## config.mk

```make
export PLATFORM = sky130hd
export DESIGN_NAME = ctl_seq_top
export DESIGN_NICKNAME = d
export VERILOG_FILES = /design/src/rtl/ctl_seq_pkg.sv /design/src/rtl/ctl_op_decode.sv /design/src/rtl/ctl_step_ring.sv /design/src/rtl/ctl_signal_matrix.sv /design/src/rtl/ctl_seq_top.sv
export SDC_FILE = /design/constraint.sdc
export NUM_CORES = 1
export LEC_CHECK = 0
export BUFFER_PORTS_ARGS = -buffer_cell sky130_fd_sc_hd__buf_4
export CORE_MARGIN = 2
export CORE_UTILIZATION = 53
export CTS_BUF_LIST = sky130_fd_sc_hd__clkbuf_8
export DETAILED_ROUTE_END_ITERATION = 7
export PLACE_DENSITY_LB_ADDON = 0.15
export SYNTH_ARGS = -nofsm -noshare
export SYNTH_HDL_FRONTEND = slang
export SYNTH_SLANG_ARGS = --single-unit
```

## constraint.sdc

```tcl
create_clock -name clk -period 2.7 [get_ports clk]
set_clock_uncertainty 0.2 [all_clocks]
set_input_delay 0.27 -clock clk [delete_from_list [all_inputs] [get_ports clk]]
set_output_delay 0.27 -clock clk [all_outputs]
set_load 0.005 [all_outputs]
```

## src/rtl/ctl_seq_pkg.sv

```systemverilog
package ctl_seq_pkg;

  localparam int SEL_W = 3;
  localparam int OP_W  = 4;
  localparam int ALU_N = 4;

  // shared bus endpoint codes
  localparam logic [SEL_W-1:0] BUS_MEM = 3'd0;
  localparam logic [SEL_W-1:0] BUS_MAR = 3'd1;
  localparam logic [SEL_W-1:0] BUS_PC  = 3'd2;
  localparam logic [SEL_W-1:0] BUS_MBR = 3'd3;
  localparam logic [SEL_W-1:0] BUS_AC  = 3'd4;
  localparam logic [SEL_W-1:0] BUS_IR  = 3'd7;

  // ALU line positions
  localparam int ALU_ADD = 0;
  localparam int ALU_SUB = 1;
  localparam int ALU_CLR = 2;
  localparam int ALU_NOP = 3;

  localparam logic [OP_W-1:0] OPC_LOAD = 4'h1;
  localparam logic [OP_W-1:0] OPC_ADD  = 4'h3;
  localparam logic [OP_W-1:0] OPC_SUB  = 4'h4;

  typedef enum logic [1:0] {
    CLS_NONE,
    CLS_LOAD,
    CLS_ADD,
    CLS_SUB
  } op_cls_t;

  typedef struct packed {
    logic [SEL_W-1:0] rd;
    logic [SEL_W-1:0] wr;
    logic [ALU_N-1:0] alu;
    logic             clr;
  } ctl_word_t;

endpackage

```

## src/rtl/ctl_op_decode.sv

```systemverilog
module ctl_op_decode
  import ctl_seq_pkg::*;
(
  input  logic [OP_W-1:0] op,
  output op_cls_t         cls
);

  always_comb begin
    unique case (op)
      OPC_LOAD: cls = CLS_LOAD;
      OPC_ADD:  cls = CLS_ADD;
      OPC_SUB:  cls = CLS_SUB;
      default:  cls = CLS_NONE;
    endcase
  end

endmodule

```

## src/rtl/ctl_step_ring.sv

```systemverilog
module ctl_step_ring #(
  parameter int STEPS = 8
) (
  input  logic             clk,
  input  logic             rst,
  input  logic             start,
  input  logic             clr_q,
  output logic             accept,
  output logic [STEPS-1:0] t_nxt,
  output logic [STEPS-1:0] t_q
);

  localparam logic [STEPS-1:0] FIRST = {{(STEPS-1){1'b0}}, 1'b1};

  logic idle;
  assign idle   = (t_q == '0);
  assign accept = idle && start;

  // one-hot ring: restarts only through the clear step, never wraps
  always_comb begin
    if (clr_q)
      t_nxt = '0;
    else if (idle)
      t_nxt = accept ? FIRST : '0;
    else
      t_nxt = t_q << 1;
  end

  always_ff @(posedge clk) begin
    if (rst) t_q <= '0;
    else     t_q <= t_nxt;
  end

endmodule

```

## src/rtl/ctl_signal_matrix.sv

```systemverilog
module ctl_signal_matrix
  import ctl_seq_pkg::*;
#(
  parameter int STEPS = 8
) (
  input  logic [STEPS-1:0] t,
  input  op_cls_t          cls,
  output ctl_word_t        w
);

  logic defined;
  logic late;
  logic [ALU_N-1:0] alu_pick;

  assign defined = (cls != CLS_NONE);
  // steps beyond the last defined one force a clear (runaway guard)
  assign late = |t[STEPS-1:4];

  always_comb begin
    alu_pick = '0;
    unique case (cls)
      CLS_ADD:  alu_pick[ALU_ADD] = 1'b1;
      CLS_SUB:  alu_pick[ALU_SUB] = 1'b1;
      CLS_LOAD: alu_pick[ALU_NOP] = 1'b1;
      default:  alu_pick = '0;
    endcase
  end

  always_comb begin
    w = '0;
    if (t[0] && defined) begin
      w.rd = BUS_IR;
      w.wr = BUS_MAR;
    end
    if (t[1] && defined) begin
      w.rd = BUS_MEM;
      w.wr = BUS_MBR;
    end
    if (t[2] && defined) begin
      w.rd  = BUS_MBR;
      w.wr  = BUS_AC;
      w.alu = alu_pick;
    end
    w.clr = (t[0] && !defined) || t[3] || late;
  end

endmodule

```

## src/rtl/ctl_seq_top.sv

```systemverilog
module ctl_seq_top
  import ctl_seq_pkg::*;
#(
  parameter int STEPS = 8
) (
  input  logic             clk,
  input  logic             rst,
  input  logic             start,
  input  logic [3:0]       opcode,
  output logic [2:0]       rd_sel,
  output logic [2:0]       wr_sel,
  output logic [3:0]       alu_fn,
  output logic [STEPS-1:0] tstep,
  output logic             cnt_clr
);

  logic             accept;
  logic [STEPS-1:0] t_nxt;
  logic [STEPS-1:0] t_q;
  logic [OP_W-1:0]  op_q;
  logic [OP_W-1:0]  op_nxt;
  op_cls_t          cls_nxt;
  ctl_word_t        w_nxt;
  ctl_word_t        w_q;

  ctl_step_ring #(.STEPS(STEPS)) u_ring (
    .clk    (clk),
    .rst    (rst),
    .start  (start),
    .clr_q  (w_q.clr),
    .accept (accept),
    .t_nxt  (t_nxt),
    .t_q    (t_q)
  );

  // opcode is captured only with an accepted start
  assign op_nxt = accept ? opcode : op_q;

  always_ff @(posedge clk) begin
    if (rst) op_q <= '0;
    else     op_q <= op_nxt;
  end

  ctl_op_decode u_dec (
    .op  (op_nxt),
    .cls (cls_nxt)
  );

  // decode the next step so that the control word leaves a register
  ctl_signal_matrix #(.STEPS(STEPS)) u_mat (
    .t   (t_nxt),
    .cls (cls_nxt),
    .w   (w_nxt)
  );

  always_ff @(posedge clk) begin
    if (rst) w_q <= '0;
    else     w_q <= w_nxt;
  end

  assign rd_sel  = w_q.rd;
  assign wr_sel  = w_q.wr;
  assign alu_fn  = w_q.alu;
  assign cnt_clr = w_q.clr;
  assign tstep   = t_q;

endmodule

```

==> metrics.md, run 1 <==
| Metric | Value |
|---|---|
| Critical Path End Type | `register` |
| Routed Antenna Nets | `0` |
| Seq/Total Area, Yosys | `58.3%` |
| GP Congestion | `0.799` |
| Capture endpoint of the worst hold path | `op_q[0]` |
| Setup repair after global routing missed its margin | `false` |
| Cells along the critical path | `or4_4, or3_1, nor4_2, or2_1` |
| Latest clock arrival within the worst-skew pair | `0.26 ns` |
| Static leakage | `0.437 nW` |
| Initial core utilization | `56.1%` |
| Max cap viols | `0` |
| Area contributors post-synth | `sky130_fd_sc_hd__dfxtp_1 58%, sky130_fd_sc_hd__nor2_1 5.7%, sky130_fd_sc_hd__mux2i_1 5.6%` |
| Antenna violations before repair | `0` |
| Final Slew Violations | `0` |
| Worst reg2reg path startpoint | `u_ring.t_q[6]` |
| Final worst path period share | `74.8%` |
| Final-layout setup total negative slack | `0 ns` |
| Proportion of netlist area held by the largest area contributor | `58.3%` |
| Total setup buffers inserted after CTS | `0` |
| Buffers plus inverters on the worst setup path | `0` |
| Reg clk slew, reported paths | `0.07 ns` |
| Vias in the first global route | `477` |
| Fraction of final layout cells with drive strength greater than 1 | `33.7%` |
| Hold Vio Cnt, Final | `0` |
| Data arrival time of the critical path | `2.02 ns` |
| Highest net fanout along the worst path | `8` |
| TritonCTS clock tree | `yes` |
| Number of clock sinks seen by CTS | `21` |
| Pin count of the biggest net entering global routing | `13` |
| Number of buffers on the longest clock path | `2` |
| Top cell family by delay on the critical path | `simple AND/OR/NAND/NOR gates` |
| Endpoint of the most critical register-to-register path | `wr_sel[0]` |
| Chip width | `40.9 µm` |
| Vert. Die Dim | `40.9 µm` |
| Critical-path cell with the highest stage delay | `sky130_fd_sc_hd__or4_4` |
| Minimum setup slack in the final design | `0.681 ns` |
| Number of top-level design ports | `26` |
| Total number of vias | `546` |
| Run status | `completed` |
| Post-cts gate resize count | `0` |
| Number of flip-flops and latches in the synthesized netlist | `21` |
| Antenna cell count | `0` |
| Clock root buffer master | `sky130_fd_sc_hd__clkbuf_8` |
| HP Class | `input port to register` |
| Cell area power density | `623 nW/µm²` |
| Avg Inst Size Synth | `10.8 µm²` |
| Final min period | `2.02 ns` |
| Number of rows in the core area | `13` |
| DRT Pass-1 Iters | `3` |
| Netlist area before placement | `721 µm²` |
| Vias per cell | `5.10` |
| Data required time at the worst endpoint | `2.70 ns` |
| Highest achievable clock rate | `0.495 GHz` |
| Warnings, synthesis | `0` |
| Total global routing overflow | `0` |
| First DRT Iteration DRCs | `2` |
| Critical path startpoint category | `register` |
| Total DRC errors in the routed layout | `0` |
| Count of buffers inserted at the top-level ports | `24` |
| Final Setup Violations | `0` |
| Hold buffer count at cts | `0` |
| Global-route wire length before repair | `2.03 mm` |
| Wirelength per Cell | `12.1 µm` |
| Overall Power | `0.586 mW` |
| Library cells used by synthesis | `23` |
| Maximum level of the CTS H-tree | `1` |
| Die Outline Area | `1670 µm²` |
| Number of buffers created by CTS | `3` |
| Net Count, Synth | `74` |
| Startpoint of the most critical hold path | `rst` |
| Placeable Area | `1280 µm²` |
| Logic depth of the worst register-to-register path | `4` |
| Drt total wl | `1.30 mm` |
| Final Net Count | `100` |
| Cell depth of the worst min-delay path | `2` |
| Post-synthesis instance total | `67` |
| Setup Slack @ Placement | `0.688 ns` |
| Reg-to-reg setup timing slack | `0.68 ns` |
| Library cell with the largest summed area after synthesis | `sky130_fd_sc_hd__dfxtp_1` |
| GRT Resource Usage Total | `19.3%` |
| Post-detail-place hpwl | `966 µm` |
| Maximum single-stage delay on the critical path | `0.53 ns` |
| Critical setup path kind | `register to register` |
| Layout Area Growth over Synthesis | `30.4%` |
| Maximum ir drop on the vdd rail | `0.000346 V` |
## how the worst max path moves through the flow
| stage | start | endpoint | slack (ns) | depth (start not counted) |
|---|---|---|---|---|
| 2_1_floorplan | u_ring.t_q[6] | wr_sel[0] | 0.82 | 5 |
| 3_3_place_gp | u_ring.t_q[6] | wr_sel[0] | 0.74 | 4 |
| 3_5_place_dp | u_ring.t_q[6] | wr_sel[0] | 0.69 | 4 |
| 4_1_cts | u_ring.t_q[6] | wr_sel[0] | 0.67 | 4 |
| 5_1_grt | u_ring.t_q[6] | rd_sel[0] | 0.58 | 3 |
| 6_report | u_ring.t_q[6] | wr_sel[0] | 0.68 | 4 |
## metrics by stage
| step | hold slack, ns | cells | util [%] | instance area, µm² |
|---|---|---|---|---|
| 2_1_floorplan | 0.142 | 67 | - | 721 |
| 3_3_place_gp | 0.255 | 103 | 69.5 | 893 |
| 3_5_place_dp | 0.273 | 103 | 69.5 | 893 |
| 4_1_cts | 0.00876 | 107 | 73.1 | 940 |
| 5_1_grt | 0.0164 | 107 | 73.1 | 940 |
| 6_report | 0.0106 | 107 | 73.1 | 940 |
## per-layer routing
metal,part of all wire (%),wire (µm),track usage [%]
met2,49,632,32.4
met4,1.7,22,12.5
met3,6.2,80,3.80
met1,43,560,21.8
met5,0,0,0
## worst reg2reg max path, stage by stage, from the launching register on
cell	delay, ns
sky130_fd_sc_hd__dfxtp_1	0.32
sky130_fd_sc_hd__or4_4	0.53
sky130_fd_sc_hd__or3_1	0.53
sky130_fd_sc_hd__nor4_2	0.26
sky130_fd_sc_hd__or2_1	0.13
## layout make-up
cell class	count	area [µm²]
fillers	94	345
clock inverters	1	5.00
well taps	15	18.8
flip-flops and latches	21	420
repair buffers	24	180
multi-input cells	41	267
inverters	2	7.51
clock buffers	3	41.3
## report_power, final
part / switching [mW] / internal, mW / leakage, nW / total [mW]
clock: 0.0979 / 0.103 / 0.0255 / 0.201
combinational: 0.0277 / 0.0295 / 0.241 / 0.0572
sequential: 0.00769 / 0.320 / 0.170 / 0.328
total: 0.133 / 0.452 / 0.437 / 0.586
## state kept, by name, summed over array words and instances, names as in the netlist
register / cells
op_q: 4
cnt_clr: 1
alu_fn: 3
wr_sel: 3
u_ring.t_q: 8
rd_sel: 2
## cell usage in the layout (no fill, tap or decap), types with 2 or more instances in the layout
master,n
sky130_fd_sc_hd__and2_1,5
sky130_fd_sc_hd__buf_4,24
sky130_fd_sc_hd__clkbuf_8,3
sky130_fd_sc_hd__dfxtp_1,21
sky130_fd_sc_hd__inv_1,2
sky130_fd_sc_hd__mux2i_1,4
sky130_fd_sc_hd__nor2_1,11
sky130_fd_sc_hd__nor3_1,3
sky130_fd_sc_hd__nor3b_1,2
sky130_fd_sc_hd__or2_1,2
sky130_fd_sc_hd__or4b_1,2
## logic make-up after synthesis
family	share of synthesized area [%]
muxes	5.56
AOI/OAI and AO/OA	3.30
other	0.520
DFF	58.3
and+or+nand+nor	27.6
buffers and inverters	4.69
## cell usage after synthesis (all sizes together)
master   n
dfxtp   21
nor2    11
and2     6
mux2i    4
buf      3
nor3     3
inv      2
nor3b    2
or2      2
or4b     2
a211oi   1
conb     1
nand2    1
nand2b   1
nand3b   1
nor4     1
nor4b    1
o21a     1
o32ai    1
or3      1
or4      1
(Power assumes the default switching activity.)
==> run 2, diff against run 1 <==
CORE_UTILIZATION = 44   (was 53)
clock period = 1.8 ns   (was 2.7 ns; I/O delays follow)
==> run 2 against run 1 <==
Compared with the run above:
- the run now ends with setup timing left
- critical path depth unchanged
- fmax up 10%
- combinational power rose by 94%
- final area up 14%
- utilization shrank 2.7 points
- sequential share of layout area shrank 5.3 points
==> metrics.md, run 2 (synthesis gave the netlist of run 1 again) <==
| Metric | Value |
|---|---|
| Run status | `finished, violations left` |
| Violated checks | `setup timing` |
| Highest net fanout along the worst path | `8 (unchanged)` |
| Die Outline Area | `1980 µm² (+18%)` |
| Flip-flop count of the largest register, all copies and words added | `8 (unchanged)` |
| Number of buffers on the longest clock path | `2 (unchanged)` |
| Final Setup Violations | `5 (+5)` |
| Data arrival time of the critical path | `1.78 ns (-0.24 ns)` |
| Total DRC errors in the routed layout | `0 (unchanged)` |
| HP Class | `register to register` |
| Final min period | `1.84 ns (-0.183 ns)` |
| Antenna cell count | `0 (unchanged)` |
| Setup Slack @ Placement | `-0.151 ns (-0.839 ns)` |
| First DRT Iteration DRCs | `11 (+9)` |
| Data required time at the worst endpoint | `1.75 ns (-0.95 ns)` |
| Final worst path period share | `102% (+27 points)` |
| Startpoint of the most critical setup path | `u_ring.t_q[4]` |
| Layout Area Growth over Synthesis | `49.0%` |
| Chip width | `44.5 µm (+8.8%)` |
| Fill count | `121 (+29%)` |
| Maximum level of the CTS H-tree | `1 (unchanged)` |
| Total number of vias | `581 (+6.4%)` |
| GRT Resource Usage Total | `15.6% (-3.6 points)` |
| Vert. Die Dim | `44.5 µm (+8.8%)` |
| Maximum single-stage delay on the critical path | `0.53 ns (about the same)` |
| Pin count of the biggest net entering global routing | `12 (-1)` |
| Cell area power density | `830 nW/µm² (+33%)` |
| Post-route cell area | `1070 µm² (+14%)` |
| Maximum ir drop on the vdd rail | `0.000612 V (+77%)` |
| Total global routing overflow | `0 (unchanged)` |
| Critical setup path kind | `register to register` |
| Startpoint of the most critical hold path | `op_q[1]` |
| Global-route wire length before repair | `2.24 mm (+11%)` |
| Initial core utilization | `47.3% (-8.8 points)` |
| DRT Pass-1 Iters | `4 (+1)` |
| TritonCTS clock tree | `yes` |
| Static leakage | `0.508 nW (+16%)` |
| Number of top-level design ports | `26 (unchanged)` |
| Commonest non-fill, non-tap cells in the layout | `32 x sky130_fd_sc_hd__buf_4, 19 x sky130_fd_sc_hd__dfxtp_1, 10 x sky130_fd_sc_hd__nor2_1, 5 x sky130_fd_sc_hd__and2_1, 5 x sky130_fd_sc_hd__dlygate4sd3_1` |
| Critical-path cell with the highest stage delay | `sky130_fd_sc_hd__or4_4` |
| Highest achievable clock rate | `0.545 GHz (+10%)` |
| Register name with the most flops | `u_ring.t_q` |
| Latest clock arrival within the worst-skew pair | `0.25 ns (about the same)` |
| Cells along the critical path | `or4_4, or3_4, mux2i_1, nor2_1` |
| Worst reg2reg path startpoint | `u_ring.t_q[4]` |
| Critical Path End Type | `register` |
| Most common cell after layout, fill and taps aside | `sky130_fd_sc_hd__buf_4` |
| Biggest regs | `u_ring.t_q x8, op_q x4` |
| Hold Vio Cnt, Final | `0 (unchanged)` |
| Wirelength per Cell | `11.1 µm (-8.2%)` |
| Post-detail-place hpwl | `1.00 mm (+3.7%)` |
| Minimum setup slack in the final design | `-0.0354 ns (-0.717 ns)` |
| Vias in the first global route | `566 (+19%)` |
| Number of buffers created by CTS | `3 (unchanged)` |
| Setup repair after global routing missed its margin | `true` |
| Antenna violations before repair | `0 (unchanged)` |
| Placed instance area | `963 µm² (+7.8%)` |
| Count of buffers inserted at the top-level ports | `24 (unchanged)` |
| Number of rows in the core area | `14 (+1)` |
| GP Congestion | `0.732 (-8.5%)` |
| Critical path startpoint category | `register` |
| Final Net Count | `113 (+13%)` |
| Placeable Area | `1520 µm² (+19%)` |
| Final Slew Violations | `0 (unchanged)` |
| Total setup buffers inserted after CTS | `0 (unchanged)` |
| Reg clk slew, reported paths | `0.07 ns (about the same)` |
| Drt total wl | `1.35 mm (+3.9%)` |
| Routed Antenna Nets | `0 (unchanged)` |
| Max cap viols | `0 (unchanged)` |
| Clock root buffer master | `sky130_fd_sc_hd__clkbuf_8` |
| Number of clock sinks seen by CTS | `21 (unchanged)` |
| Fraction of final layout cells with drive strength greater than 1 | `41.9% (+8.2 points)` |
| Vias per cell | `4.80 (-5.9%)` |
==> run 2: cell count changes in the layout (fill, tap and decap cells not counted), sizes merged <==
cell	before	now
buf	24	32
dlygate4sd3	0	5
clkinv	1	0
inv	2	3
==> run 2: cell type report <==
type	instances	area, µm²	share of cell area (%)
Timing Repair Buffer	37	290	27.0
Inverter	2	7.51	0.699
Tap cell	16	20.0	1.86
Clock inverter	1	3.75	0.350
Sequential cell	21	423	39.4
Multi-Input combinational cell	41	288	26.8
Clock buffer	3	41.3	3.85
==> run 2: worst max-delay path, delay by kind of cell (launching register included) <==
family | cells | cell delay (ns)
muxes | 1 | 0.19
and+or+nand+nor | 3 | 1.03
DFF | 1 | 0.31
==> run 2: path summary, 6_finish.rpt <==
path / endpoint / slack (ns) / cells past startpoint
setup / recovery: op_q[0] / -0.04 / 4
hold / removal: alu_fn[0] / 0.27 / 2
setup reg to reg: op_q[0] / -0.04 / 4
hold reg to reg: alu_fn[0] / 0.27 / 2
==> run 2: stage by stage <==
stage	power [mW]	setup TNS [ns]	hold WS, ns	util [%]	instances
floorplan	0.560	-0.146	0.0524	-	67
global placement	0.598	-0.686	0.187	63.2	112
detailed placement	0.599	-0.890	0.192	63.2	112
CTS	0.895	-0.119	0.278	69.9	121
global route	0.931	-0.432	0.302	70.4	121
finish	0.891	-0.0883	0.274	70.4	121
==> run 2: power breakdown <==
group          internal (mW)  leakage (nW)  switching, mW
sequential             0.480         0.172         0.0102
clock                  0.151        0.0269          0.138
combinational         0.0618         0.309         0.0491
total                  0.694         0.508          0.197
==> run 2: metal layers <==
metal	wire length, µm	global-route usage, %
met1	619	18.5
met2	651	26.1
met3	65	4.08
met4	9	7.27
met5	0	0
==> run 2: timing repair <==
action | 4_1_cts | 5_1_grt
resized for setup | 2 | 2
endpoints found under the setup margin | 7 | 8
hold buffers | 5 | 0
hold endpoints to repair | 4 | 0
pin swaps | 2 | 1
